<file path="src/rtl/tick_pkg.sv">
package tick_pkg;
   typedef enum logic [1:0] {
      SEL_NONE,
      SEL_CTRL,
      SEL_PERIOD,
      SEL_COUNT
   } tick_sel_e;

   localparam int OFS_CTRL   = 0;
   localparam int OFS_PERIOD = 4;
   localparam int OFS_COUNT  = 8;

   localparam int BIT_RUN = 0;
   localparam int BIT_IE  = 1;
   localparam int BIT_SRC = 2;
endpackage

</file>
<file path="src/rtl/tick_decode.sv">
module tick_decode
   import tick_pkg::*;
#(
   parameter int ADDR_W = 4
) (
   input  logic              sel,
   input  logic              wr,
   input  logic [ADDR_W-1:0] addr,
   output tick_sel_e         which,
   output logic              wr_ctrl,
   output logic              wr_period,
   output logic              wr_count,
   output logic              rd_ctrl
);
   always_comb begin
      which = SEL_NONE;
      if (addr == ADDR_W'(OFS_CTRL))        which = SEL_CTRL;
      else if (addr == ADDR_W'(OFS_PERIOD)) which = SEL_PERIOD;
      else if (addr == ADDR_W'(OFS_COUNT))  which = SEL_COUNT;
   end

   assign wr_ctrl   = sel &&  wr && (which == SEL_CTRL);
   assign wr_period = sel &&  wr && (which == SEL_PERIOD);
   assign wr_count  = sel &&  wr && (which == SEL_COUNT);
   assign rd_ctrl   = sel && !wr && (which == SEL_CTRL);
endmodule

</file>
<file path="src/rtl/tick_counter.sv">
module tick_counter #(
   parameter int CNT_W = 24
) (
   input  logic             clk,
   input  logic             rst_n,
   input  logic             run,
   input  logic             clr,
   input  logic [CNT_W-1:0] period,
   output logic [CNT_W-1:0] count,
   output logic             hit
);
   localparam logic [CNT_W-1:0] ONE = CNT_W'(1);

   logic at_zero;
   assign at_zero = (count == '0);
   assign hit     = run && !clr && (count == ONE);

   always_ff @(posedge clk) begin
      if (!rst_n)       count <= '0;
      else if (clr)     count <= '0;
      else if (run) begin
         if (at_zero)   count <= period;
         else           count <= count - ONE;
      end
   end
endmodule

</file>
<file path="src/rtl/tick_status.sv">
module tick_status (
   input  logic clk,
   input  logic rst_n,
   input  logic wr_ctrl,
   input  logic wd_run,
   input  logic wd_ie,
   input  logic rd_ctrl,
   input  logic clr,
   input  logic hit,
   output logic run_en,
   output logic irq_en,
   output logic flag,
   output logic irq
);
   always_ff @(posedge clk) begin
      if (!rst_n) begin
         run_en <= 1'b0;
         irq_en <= 1'b0;
      end else if (wr_ctrl) begin
         run_en <= wd_run;
         irq_en <= wd_ie;
      end
   end

   always_ff @(posedge clk) begin
      if (!rst_n)       flag <= 1'b0;
      else if (clr)     flag <= 1'b0;
      else if (hit)     flag <= 1'b1;
      else if (rd_ctrl) flag <= 1'b0;
   end

   always_ff @(posedge clk) begin
      if (!rst_n) irq <= 1'b0;
      else        irq <= hit && irq_en;
   end
endmodule

</file>
<file path="src/rtl/tick_timer.sv">
module tick_timer
   import tick_pkg::*;
#(
   parameter int ADDR_W   = 4,
   parameter int DATA_W   = 32,
   parameter int CNT_W    = 24,
   parameter int FLAG_BIT = 16
) (
   input  logic              clk,
   input  logic              rst_n,
   input  logic              bus_sel,
   input  logic              bus_wr,
   input  logic [ADDR_W-1:0] bus_addr,
   input  logic [DATA_W-1:0] bus_wdata,
   output logic [DATA_W-1:0] bus_rdata,
   input  logic              dbg_halt,
   output logic              tick_irq
);
   generate
      if (CNT_W > DATA_W)             begin : g_bad_cnt  $error("CNT_W exceeds DATA_W"); end
      if (FLAG_BIT >= DATA_W)         begin : g_bad_flag $error("FLAG_BIT outside word"); end
      if (FLAG_BIT <= BIT_SRC)        begin : g_bad_pos  $error("FLAG_BIT overlaps control bits"); end
      if ((1 << ADDR_W) <= OFS_COUNT) begin : g_bad_addr $error("ADDR_W too narrow"); end
   endgenerate

   tick_sel_e        which;
   logic             wr_ctrl, wr_period, wr_count, rd_ctrl;
   logic             run_en, irq_en, flag_q, hit;
   logic [CNT_W-1:0] period_q, cur_q;
   logic [DATA_W-1:0] ctrl_word;
   logic             unused_wdata;

   assign unused_wdata = &{1'b0, bus_wdata};

   tick_decode #(.ADDR_W(ADDR_W)) u_decode (
      .sel(bus_sel), .wr(bus_wr), .addr(bus_addr), .which(which),
      .wr_ctrl(wr_ctrl), .wr_period(wr_period), .wr_count(wr_count),
      .rd_ctrl(rd_ctrl)
   );

   always_ff @(posedge clk) begin
      if (!rst_n)         period_q <= '0;
      else if (wr_period) period_q <= bus_wdata[CNT_W-1:0];
   end

   tick_counter #(.CNT_W(CNT_W)) u_counter (
      .clk(clk), .rst_n(rst_n), .run(run_en && !dbg_halt), .clr(wr_count),
      .period(period_q), .count(cur_q), .hit(hit)
   );

   tick_status u_status (
      .clk(clk), .rst_n(rst_n), .wr_ctrl(wr_ctrl),
      .wd_run(bus_wdata[BIT_RUN]), .wd_ie(bus_wdata[BIT_IE]),
      .rd_ctrl(rd_ctrl), .clr(wr_count), .hit(hit),
      .run_en(run_en), .irq_en(irq_en), .flag(flag_q), .irq(tick_irq)
   );

   generate
      for (genvar b = 0; b < DATA_W; b++) begin : g_ctrl
         if (b == BIT_RUN)       begin : g_run  assign ctrl_word[b] = run_en; end
         else if (b == BIT_IE)   begin : g_ie   assign ctrl_word[b] = irq_en; end
         else if (b == BIT_SRC)  begin : g_src  assign ctrl_word[b] = 1'b1;   end
         else if (b == FLAG_BIT) begin : g_flag assign ctrl_word[b] = flag_q; end
         else                    begin : g_zero assign ctrl_word[b] = 1'b0;   end
      end
   endgenerate

   always_comb begin
      bus_rdata = '0;
      if (bus_sel && !bus_wr) begin
         case (which)
            SEL_CTRL:   bus_rdata = ctrl_word;
            SEL_PERIOD: bus_rdata = DATA_W'(period_q);
            SEL_COUNT:  bus_rdata = DATA_W'(cur_q);
            default:    bus_rdata = '0;
         endcase
      end
   end
endmodule

</file>
<file path="config.mk">
export PLATFORM = sky130hd
export DESIGN_NAME = tick_timer
export DESIGN_NICKNAME = d
export VERILOG_FILES = /design/src/rtl/tick_pkg.sv /design/src/rtl/tick_decode.sv /design/src/rtl/tick_counter.sv /design/src/rtl/tick_status.sv /design/src/rtl/tick_timer.sv
export SDC_FILE = /design/constraint.sdc
export NUM_CORES = 1
export LEC_CHECK = 0
export ABC_AREA = 1
export ABC_CLOCK_PERIOD_IN_PS = 4500
export BUFFER_PORTS_ARGS = -buffer_cell sky130_fd_sc_hd__buf_4
export CAP_MARGIN = 20
export CORE_AREA = 5 5 76 147
export CTS_BUF_LIST = sky130_fd_sc_hd__clkbuf_8 sky130_fd_sc_hd__clkbuf_16
export DETAILED_ROUTE_END_ITERATION = 10
export DIE_AREA = 0 0 81 152
export PLACE_DENSITY_LB_ADDON = 0.08
export SYNTH_ARGS = -nofsm -noshare
export SYNTH_HDL_FRONTEND = slang
export SYNTH_SLANG_ARGS = --single-unit
</file>
<file path="constraint.sdc">
create_clock -name clk -period 4.5 [get_ports clk]
set_clock_uncertainty 0.2 [all_clocks]
set_input_delay 0.225 -clock clk [delete_from_list [all_inputs] [get_ports clk]]
set_output_delay 0.225 -clock clk [all_outputs]
set_load 0.005 [all_outputs]
</file>
==> results.txt <==
- Number of global-route vias before repair: 3498
- Across the VDD grid, the largest voltage drop is 0.134 mV.
- Global routing consumed, over all layers together, 19.4% of the routing resources.
- Overall power of the completed layout: 942 uW
- Reg area: 1040 um2
- Yosys warning count: 0
* Kind of start point of the critical path: input pin
- The library cell used most frequently in the layout, excluding fill and tap cells, is nand2_1.
- TritonCTS created 5 clock buffers.
- Insertion delay of the later-clocked pin in the worst-skew pair: 300 ps
- Total detailed-routing wirelength: 11500 um
- After technology mapping, the gate count stands at 557.
- Average cell area after synthesis: 6.02 um2
- The startpoint identified for the worst register-to-register timing path is u_counter.count[0].
- Critical Path End Type: flip-flop
- Dividing the final minimum period by the clock period gives 50.1%.
* Min-delay src: bus_wdata[4]
- After synthesis, flip-flops and latches occupy 31.0% of the total area.
- For the final routed database, the setup TNS stands at 0 ps.
* Number of antenna cells inserted: 0
* CP Data Required Time: 4470 ps
* Hold Path Cell Cnt: 3
* Post-CTS setup-driven buffer insertion count: 0
- At the end of routability-driven placement, the weighted congestion stood at 0.844.
* Global-route wire length before repair: 18300 um
* Row cnt: 52
- Footprint of the multi-input gates: 1970 um2
- Die ar.: 12300 um2
- Hold Vio Cnt, Final: 0
- Leakage component of the power: 1.66 nW
- In this run the power density over the cells is 236 nW/um2.
- Summing every instance area after synthesis gives 3350 um2.
* RSZ-0062 raised after global routing: false
- Total gr overflow: 0
* Horizontal extent of the die: 81 um
* DIE HEIGHT: 152 um
* Final critical path time including I/O delays and setup: 2250 ps
- Final setup violation count: 0
- Logic depth of the worst register-to-register path: 8
- Of the cells placed in the final design, the portion with a size suffix greater than 1 is 14.1%.
* Starting utilization of the core area: 33.5%
* Vias per std cell: 4.92
- HPWL reported at the end of detailed placement: 8700 um
- Starting DRC count in detailed routing: 226
* Post-detailed-route wirelength per cell: 15.6 um
- Once routing completed, OpenROAD measured the worst setup slack at 2250 ps.
- The run finished with clean final reports.
* Crit Reg-Reg Endpoint: u_counter.count[10]
* Largest net degree at the start of global routing: 51
* Count of TritonRoute iterations in the first routing pass: 4
- Clock sink total: 52
- Count of filler cells inserted in the layout: 1159
- The region available for standard cell placement spans 10000 um2.
- Number of DRC violations after detailed routing: 0
- Synth unique cells: 33
* Antenna violation net count after detailed routing: 0
- The tool flagged a number of max-cap violations equal to 0.
- Top achievable clock speed: 444 MHz
* Rel. slew slack: 31.9%
- Critical path fanouts, max: 41
* Arrival time at the worst endpoint: 2230 ps
- In this run the deepest clock path goes through 2 buffers.
- Transition at the pin with the smallest max-transition slack: 1020 ps
* FF+latch count, synth: 52
* Net count, final: 646
- # IOs: 74
- The area growth from synthesis to layout is 19.1%.
- Timing analysis after detailed placement gives a worst setup slack of 1930 ps.
- Buffers placed on the I/O ports in this run total 57.
* Count of H-tree levels built during CTS: 2
- By startpoint and endpoint, the worst setup path is classified as in -> reg.
- In the layout the commonest cells are nand2_1 (164), nor2_1 (80), a21oi_1 (72), buf_4 (59), dfxtp_1 (52).
- Type of the worst min-delay path: in -> reg
* Slack of the worst reg-to-reg path: 2300 ps
- The number of slew-limit violations in the final report was 0.
- CTS clk-pin slew, worst paths: 70 ps
* Terminating pin of the worst hold path: period_q[4]
- The number of antenna violations at the first check in global routing was 0.
* TritonCTS clock tree: built
- The tree is rooted in a clkbuf_16.
- The critical path starts at bus_addr[0].
* Via count: 3628
==> flip-flops by register name, indices dropped and copies added, names as in the netlist <==
name	flops
u_status.irq_en	1
u_status.irq	1
u_status.flag	1
period_q	24
u_counter.count	24
u_status.run_en	1
==> cells in the mapped netlist, drive strengths merged <==
master / n / area [um2]
o21ai: 18 / 93.8
nor4: 1 / 6.26
nand3: 51 / 268
ha: 3 / 37.5
a21oi: 72 / 360
o221ai: 1 / 8.76
a41oi: 1 / 8.76
nand3b: 3 / 22.5
conb: 1 / 3.75
nor2: 89 / 372
xnor2: 1 / 8.76
nor3: 3 / 20.0
clkbuf: 12 / 45.0
o22ai: 2 / 12.5
or2: 1 / 6.26
clkinv: 1 / 3.75
buf: 21 / 148
dfxtp: 52 / 1040
o211ai: 2 / 25.0
nand4: 9 / 56.3
inv: 46 / 173
nand2: 167 / 634
==> cell type report <==
cell class | instances | share of cell area, %
multi-input combinational | 432 | 49.3
sequential | 52 | 26.1
timing repair buffer | 64 | 12.3
inverter | 47 | 4.42
tap | 135 | 4.23
clock buffer | 5 | 3.13
clock inverter | 3 | 0.501
==> repair_timing <==
item | 4_1_cts | 5_1_grt
gates resized for setup | 0 | 0
hold endpoints to repair | 5 | 0
hold buffers | 5 | 0
==> cell families (layout without fill, tap and decap cells) <==
family          Yosys count  in the layout  synth area share, %
simple gates            324            324                 41.3
xor+xnor                  1              1                0.261
fa+ha+maj                 3              3                 1.12
compound gates           96             96                 15.2
flops                    52             52                 31.0
buf+inv                  80            119                 11.0
other cells               1              8                0.112
==> routing by layer <==
metal	up-vias	track usage (%)	share of wire, %	wire, um
met2	77	37.6	58	6680
met5	-	0	0	0
met3	19	2.37	3.3	375
li1	1868	-	-	-
met1	1664	19.1	35	4000
met4	0	9.67	4.1	471
==> where the power goes <==
group	total (mW)	internal [mW]	switching (mW)
Combinational	0.0844	0.0330	0.0515
Clock	0.394	0.206	0.188
Sequential	0.464	0.462	0.00218
==> worst max-delay path by stage <==
stage,to,cells past startpoint
3_3_place_gp,period_q[0],9
5_1_grt,period_q[1],9
6_report,period_q[0],9
2_1_floorplan,u_counter.count[18],9
3_5_place_dp,period_q[0],9
4_1_cts,bus_rdata[11],9
==> metrics by stage <==
| stage | cell area [um2] | hold slack [ps] | util (%) | std cells |
|---|---|---|---|---|
| 5_1_grt | 4000 | 12.1 | 39.9 | 738 |
| 3_5_place_dp | 3800 | 271 | 37.9 | 725 |
| 3_3_place_gp | 3800 | 273 | 37.9 | 725 |
| 2_1_floorplan | 3380 | 163 | - | 564 |
| 6_report | 4000 | 7.62 | 39.9 | 738 |
| 4_1_cts | 4000 | 0.873 | 39.9 | 738 |
==> critical path, cell delays in order <==
cell and delay [ps]:
buf_4 110, inv_1 40, nand2_1 120, inv_1 100, nand3_1 170, inv_2 550, nand2_2 520, o21ai_0 300
a21oi_1 60
Power figures use the tool's default switching activity.
